### config.mk
export PLATFORM = sky130hd
export DESIGN_NAME = vpic
export DESIGN_NICKNAME = d
export VERILOG_FILES = /design/src/rtl/vpic.sv
export SDC_FILE = /design/constraint.sdc
export NUM_CORES = 1
export LEC_CHECK = 0
export BUFFER_PORTS_ARGS = -buffer_cell sky130_fd_sc_hd__buf_2
export CORE_MARGIN = 2
export CORE_UTILIZATION = 57
export CTS_CLUSTER_SIZE = 14
export DETAILED_ROUTE_END_ITERATION = 12
export GPL_ROUTABILITY_DRIVEN = 0
export GPL_TIMING_DRIVEN = 0
export PLACE_DENSITY = 0.77
export SYNTH_ARGS = -nofsm -noshare
export SYNTH_HDL_FRONTEND = slang
export SYNTH_SLANG_ARGS = --single-unit
### constraint.sdc
create_clock -name clk -period 13 [get_ports clk]
set_input_delay 1.3 -clock clk [delete_from_list [all_inputs] [get_ports clk]]
set_output_delay 1.3 -clock clk [all_outputs]
set_load 0.05 [all_outputs]
### src/rtl/vpic.sv
module vpic #(
  parameter int NSRC  = 8,
  parameter int PW    = 3,
  parameter int DEPTH = 8
) (
  input  logic             clk,
  input  logic             rst_n,
  input  logic [NSRC-1:0]  src_in,
  input  logic             bus_sel,
  input  logic             bus_wr,
  input  logic [8:0]       bus_addr,
  input  logic [31:0]      bus_wdata,
  output logic [31:0]      bus_rdata,
  output logic             n_irq,
  output logic             n_fiq,
  output logic             wake
);
  localparam int IW  = $clog2(NSRC);
  localparam int SPW = $clog2(DEPTH + 1);

  logic [PW-1:0]   prio [NSRC];
  logic [31:0]     vec  [NSRC];
  logic [PW-1:0]   stk  [DEPTH];
  logic [NSRC-1:0] edge_mode, enab, latch, src_q;
  logic [31:0]     spu;
  logic            prot, gmsk, cur_ok;
  logic [IW-1:0]   cur;
  logic [SPW-1:0]  sp;

  wire [4:0] idx    = bus_addr[6:2];
  wire       cfg_a  = bus_addr[8:7] == 2'b00;
  wire       vec_a  = bus_addr[8:7] == 2'b01;
  wire       ctl_a  = bus_addr[8:7] == 2'b10;
  wire       wr     = bus_sel & bus_wr;
  wire       rd_vec = bus_sel & ~bus_wr & ctl_a & (idx == 5'd0);
  wire       wr_vec = wr & ctl_a & (idx == 5'd0);
  wire       wr_eoi = wr & ctl_a & (idx == 5'd1);
  wire       wr_en  = wr & ctl_a & (idx == 5'd2);
  wire       wr_dis = wr & ctl_a & (idx == 5'd3);
  wire       wr_clr = wr & ctl_a & (idx == 5'd4);
  wire       wr_spu = wr & ctl_a & (idx == 5'd5);
  wire       wr_dbg = wr & ctl_a & (idx == 5'd6);

  wire [NSRC-1:0] pend = (edge_mode & latch) | (~edge_mode & src_in);
  wire [NSRC-1:0] act  = pend & enab;

  logic          win_ok;
  logic [IW-1:0] win;
  logic [PW-1:0] win_p, top;
  always_comb begin
    win_ok = 1'b0; win = '0; win_p = '0;
    for (int i = NSRC - 1; i >= 1; i--)
      if (act[i] && (!win_ok || prio[i] >= win_p)) begin
        win_ok = 1'b1; win = IW'(i); win_p = prio[i];
      end
    top = '0;
    for (int i = 0; i < DEPTH; i++)
      if (SPW'(i + 1) == sp) top = stk[i];
  end

  wire above = win_ok && (sp == '0 || win_p > top);

  wire           push_n  = rd_vec & ~prot & above;
  wire           push_p  = wr_vec & prot & cur_ok;
  wire           do_push = (push_n | push_p) && sp < SPW'(DEPTH);
  wire [IW-1:0]  ack_src = push_n ? win : cur;
  wire [NSRC-1:0] clr_mask = (wr_clr ? bus_wdata[NSRC-1:0] : '0)
                           | (do_push ? (NSRC'(1) << ack_src) : '0);

  always_ff @(posedge clk or negedge rst_n) begin
    if (!rst_n) begin
      for (int i = 0; i < NSRC; i++) begin prio[i] <= '0; vec[i] <= '0; end
      for (int i = 0; i < DEPTH; i++) stk[i] <= '0;
      edge_mode <= '0; enab <= '0; latch <= '0; src_q <= '0;
      spu <= '0; prot <= 1'b0; gmsk <= 1'b0;
      cur_ok <= 1'b0; cur <= '0; sp <= '0;
    end else begin
      src_q <= src_in;
      latch <= (latch & ~clr_mask) | (src_in & ~src_q & edge_mode);
      for (int i = 0; i < NSRC; i++) begin
        if (wr && cfg_a && idx == 5'(i)) begin
          prio[i]      <= bus_wdata[PW-1:0];
          edge_mode[i] <= bus_wdata[4];
        end
        if (wr && vec_a && idx == 5'(i)) vec[i] <= bus_wdata;
      end
      if (wr_en)  enab <= enab | bus_wdata[NSRC-1:0];
      if (wr_dis) enab <= enab & ~bus_wdata[NSRC-1:0];
      if (wr_spu) spu <= bus_wdata;
      if (wr_dbg) begin prot <= bus_wdata[0]; gmsk <= bus_wdata[1]; end
      if (rd_vec) begin cur <= win; cur_ok <= above; end
      else if (push_p) cur_ok <= 1'b0;
      if (do_push) begin
        for (int i = 0; i < DEPTH; i++)
          if (SPW'(i) == sp) stk[i] <= push_n ? win_p : prio[cur];
        sp <= sp + SPW'(1);
      end else if (wr_eoi && sp != '0) begin
        sp <= sp - SPW'(1);
      end
    end
  end

  always_comb begin
    bus_rdata = '0;
    if (cfg_a && idx < 5'(NSRC))
      bus_rdata = (32'(edge_mode[idx[IW-1:0]]) << 4) | 32'(prio[idx[IW-1:0]]);
    else if (vec_a && idx < 5'(NSRC))
      bus_rdata = vec[idx[IW-1:0]];
    else if (ctl_a)
      case (idx)
        5'd0:    bus_rdata = above ? vec[win] : spu;
        5'd2:    bus_rdata = 32'(enab);
        5'd5:    bus_rdata = spu;
        5'd6:    bus_rdata = {30'd0, gmsk, prot};
        default: bus_rdata = '0;
      endcase
  end

  assign n_irq = ~(above & ~gmsk);
  assign n_fiq = ~(act[0] & ~gmsk);
  assign wake  = |act;

  assert_mask_holds_R8: assert property (@(posedge clk) disable iff (!rst_n)
    gmsk |-> (n_irq && n_fiq));
  assert_stack_bound_R7: assert property (@(posedge clk) disable iff (!rst_n)
    sp <= SPW'(DEPTH));
  assert_empty_pop_R7: assert property (@(posedge clk) disable iff (!rst_n)
    (wr_eoi && sp == '0) |=> sp == '0);
  assert_read_push_R4: assert property (@(posedge clk) disable iff (!rst_n)
    (rd_vec && !prot && above && sp < SPW'(DEPTH)) |=> sp == $past(sp) + SPW'(1));
  assert_protect_read_R5: assert property (@(posedge clk) disable iff (!rst_n)
    (rd_vec && prot) |=> $stable(sp));
  assert_spurious_R6: assert property (@(posedge clk) disable iff (!rst_n)
    (rd_vec && !win_ok) |-> bus_rdata == spu);
endmodule

==> results.tsv <==
metric	value	unit
status	finished, final reports clean	
avgSynthCellArea	11.5	sq um
clock_latency	580	ps
clock.fmax	0.0778	GHz
cp_max_fo	8	
relSlewSlack	16.8	%
arrival	11550	ps
grt_usage	36.9	%
setup-violations-final	0	
synth-simple-area-share	7.25	%
synthCells	1916	
ant_nets	0	
port-buffer-count	81	
clk_pin_slew	50	ps
critPathKind	primary input to primary output	
path_common_cell	ha_1	
clk_path_buf_depth	3	
worst_setup_path_start_kind	primary input	
end_kind	primary output	
final_area	25800	sq um
drt_iter0_markers	2658	
drv_slew	0	
routed_wl	76600	um
power.leakage	11.6	nW
yosys_warnings	0	
clockPowerShare	38.9	%
start_util	57.4	%
hold_ws	431	ps
ys.flop_type	dfrtp_1	
grt_first_pass_wirelength	113000	um
die_x	201	um
p_sw_share	30.7	%
peakVddDrop	133	uV
worstHoldPathType	flip-flop to flip-flop	
drive_gt1_share	35.9	%
grt_pass1_vias	19200	
route.detailed.drc	0	
synth_edf_count	0	
dpl.hpwl	48500	um
clock-root-buffer	clkbuf_16	
pwr-share-seq	40.6	%
std_cell_rows	72	
numCtsBuffers	44	
synthAdderAreaFrac	1.42	%
synth-seq-cells	378	
p_switching	0.000976	W
min_period	12850	ps
synth-async-reset-ratio	100	%
critPathMaxStageDelay	380	ps
pwr-share-comb	20.5	%
avgRoutedWirePerCell	29.0	um
tns	0	ps
maxCapViolCount	0	
antenna_found_initial	8	
worstMarginPinSlew	1250	ps
finalWorstSetupSlack	153	ps
syn_nets	1994	
num_vias	19100	
skew	11.7	ps
synthXorXnorAreaFrac	0.119	%
synth_area	22000	sq um
drtPass1Iterations	7	
io-pin-count	88	
finalHoldViolations	0	
grt-ovfl-total	0	
place_area	23300	sq um
ys_types	67	
via_per_inst	7.22	
yosysSeqAreaShare	42.9	%
final_core_util	67.4	%
synth-compound-area-share	15.7	%
synth_top_family_by_area	multiplexers	
slowest_stage	mux2_4	
critPathRequiredTime	11700	ps
fin_crit_sh	98.8	%
core_area	38400	sq um
power_density	123	nW/um^2
cts_tree	done	
synthMuxAreaShare	29.2	%
p_int	0.00220	W
cts_sinks	378	
grt_max_degree	126	
htreeDepth	2	
fin_nets	2165	
chipHeight	201	um
die-area	40200	sq um
area_growth	17.3	%
place_worst_setup_slack	-3050	ps
worst max-delay path, delay by kind of cell:
kind | cells | cell delay, ps
AO/OA/AOI/OAI | 22 | 4050
multiplexers | 4 | 1370
buffers and inverters | 7 | 1140
adder cells (fa/ha/maj) | 7 | 1910
AND/OR/NAND/NOR | 14 | 1730
final cells by class:
cell class / count / area [sq um]
Antenna cell: 4 / 10.0
Buffer: 157 / 823
Clock buffer: 63 / 1270
Clock inverter: 14 / 131
Fill cell: 2818 / 12500
Inverter: 15 / 56.3
Multi-Input combinational cell: 1363 / 12400
Sequential cell: 378 / 9460
Tap cell: 518 / 648
Timing Repair Buffer: 128 / 1010
repair_timing:
action / 4_1_cts / 5_1_grt
gates resized for setup: 108 / 80
pin swaps: 17 / 40
setup endpoints to repair: 70 / 33
buffers inserted: 15 / 24
cloned: 2 / 3
hold buffers: 0 / 0
registers in the layout, indices dropped and copies added (netlist names), 3 cells and up, named ones only:
register,flops
vec,256
spu,32
prio,24
stk,24
edge_mode,8
latch,8
src_q,8
sp,4
cur,3
per-stage QoR:
stage	total power (W)	instances
2_1_floorplan	0.00163	1916
3_3_place_gp	0.00181	2515
3_5_place_dp	0.00184	2518
4_1_cts	0.00309	2611
5_1_grt	0.00326	2640
6_report	0.00318	2640
power by group through the flow:
stage                     combinational, W  clock, W  sequential, W
after floorplan                   0.000346         0        0.00129
after CTS                         0.000579   0.00123        0.00129
after global routing              0.000675   0.00129        0.00130
after global placement            0.000513         0        0.00130
after detailed placement          0.000531         0        0.00130
final                             0.000651   0.00124        0.00129
final timing paths:
check / startpoint / cells after the start / end / slack [ps]
max: src_in[7] / 54 / bus_rdata[13] / 150
min: src_q[5]$_DFF_PN0_ / 1 / latch[5]$_DFF_PN0_ / 430
max reg2reg: edge_mode[7]$_DFFE_PN0P_ / 50 / stk[14]$_DFFE_PN0P_ / 1970
min reg2reg: src_q[5]$_DFF_PN0_ / 1 / latch[5]$_DFF_PN0_ / 430
max in group asynchronous: rst_n / 3 / vec[207]$_DFFE_PN0P_ / 10960
min in group asynchronous: rst_n / 1 / latch[2]$_DFF_PN0_ / 650
layer usage:
| layer | GRT usage (%) | part of all wire, % | vias up |
|---|---|---|---|
| met5 | 0.714 | 0.059 | - |
| li1 | - | - | 7674 |
| met4 | 24.2 | 6.6 | 8 |
| met2 | 55.9 | 45 | 1528 |
| met1 | 46.3 | 36 | 9425 |
| met3 | 10.7 | 12 | 437 |
layout by cell type (no fill, tap or decap), types with 45 or more instances in the layout:
master,instances
mux2i_1,91
buf_2,67
nand2_1,149
o21ai_0,72
mux4_2,79
a31oi_1,45
nor2_1,70
clkbuf_1,101
mux2_2,327
buf_4,54
clkbuf_16,49
dfrtp_1,378
a21oi_1,107
synth_stat cells (17+ instances only):
library cell  count  share of area [%]
a311o_1          27                1.2
dfrtp_1         378                 43
o211a_1          23                1.0
clkbuf_1        101                1.7
o21a_1           27               0.92
mux4_2           79                8.1
buf_2            17               0.39
a21oi_1         112                2.5
a2bb2oi_1        23               0.91
nor2_1           73                1.2
ha_1             25                1.4
nand3_1          30               0.68
mux2i_1          91                4.1
nand2_1         150                2.6
a211oi_1         34                1.2
mux2_2          332                 17
buf_1            30               0.51
o21ai_0          77                1.7
a31oi_1          51                1.4
o221ai_1         27                1.1
a22oi_1          19               0.65
a41oi_1          18               0.72
logic make-up (layout without fill, tap and decap cells):
kind of cell / Yosys count / count (layout)
xor gates and xnor gates: 3 / 3
AOI/OAI and AO/OA: 488 / 488
muxes: 503 / 503
and+or+nand+nor: 344 / 344
DFF: 378 / 378
other: 0 / 4
adders and majority gates: 25 / 25
buffers and inverters: 175 / 377
Note: power is estimated with default switching activity, not from simulation.
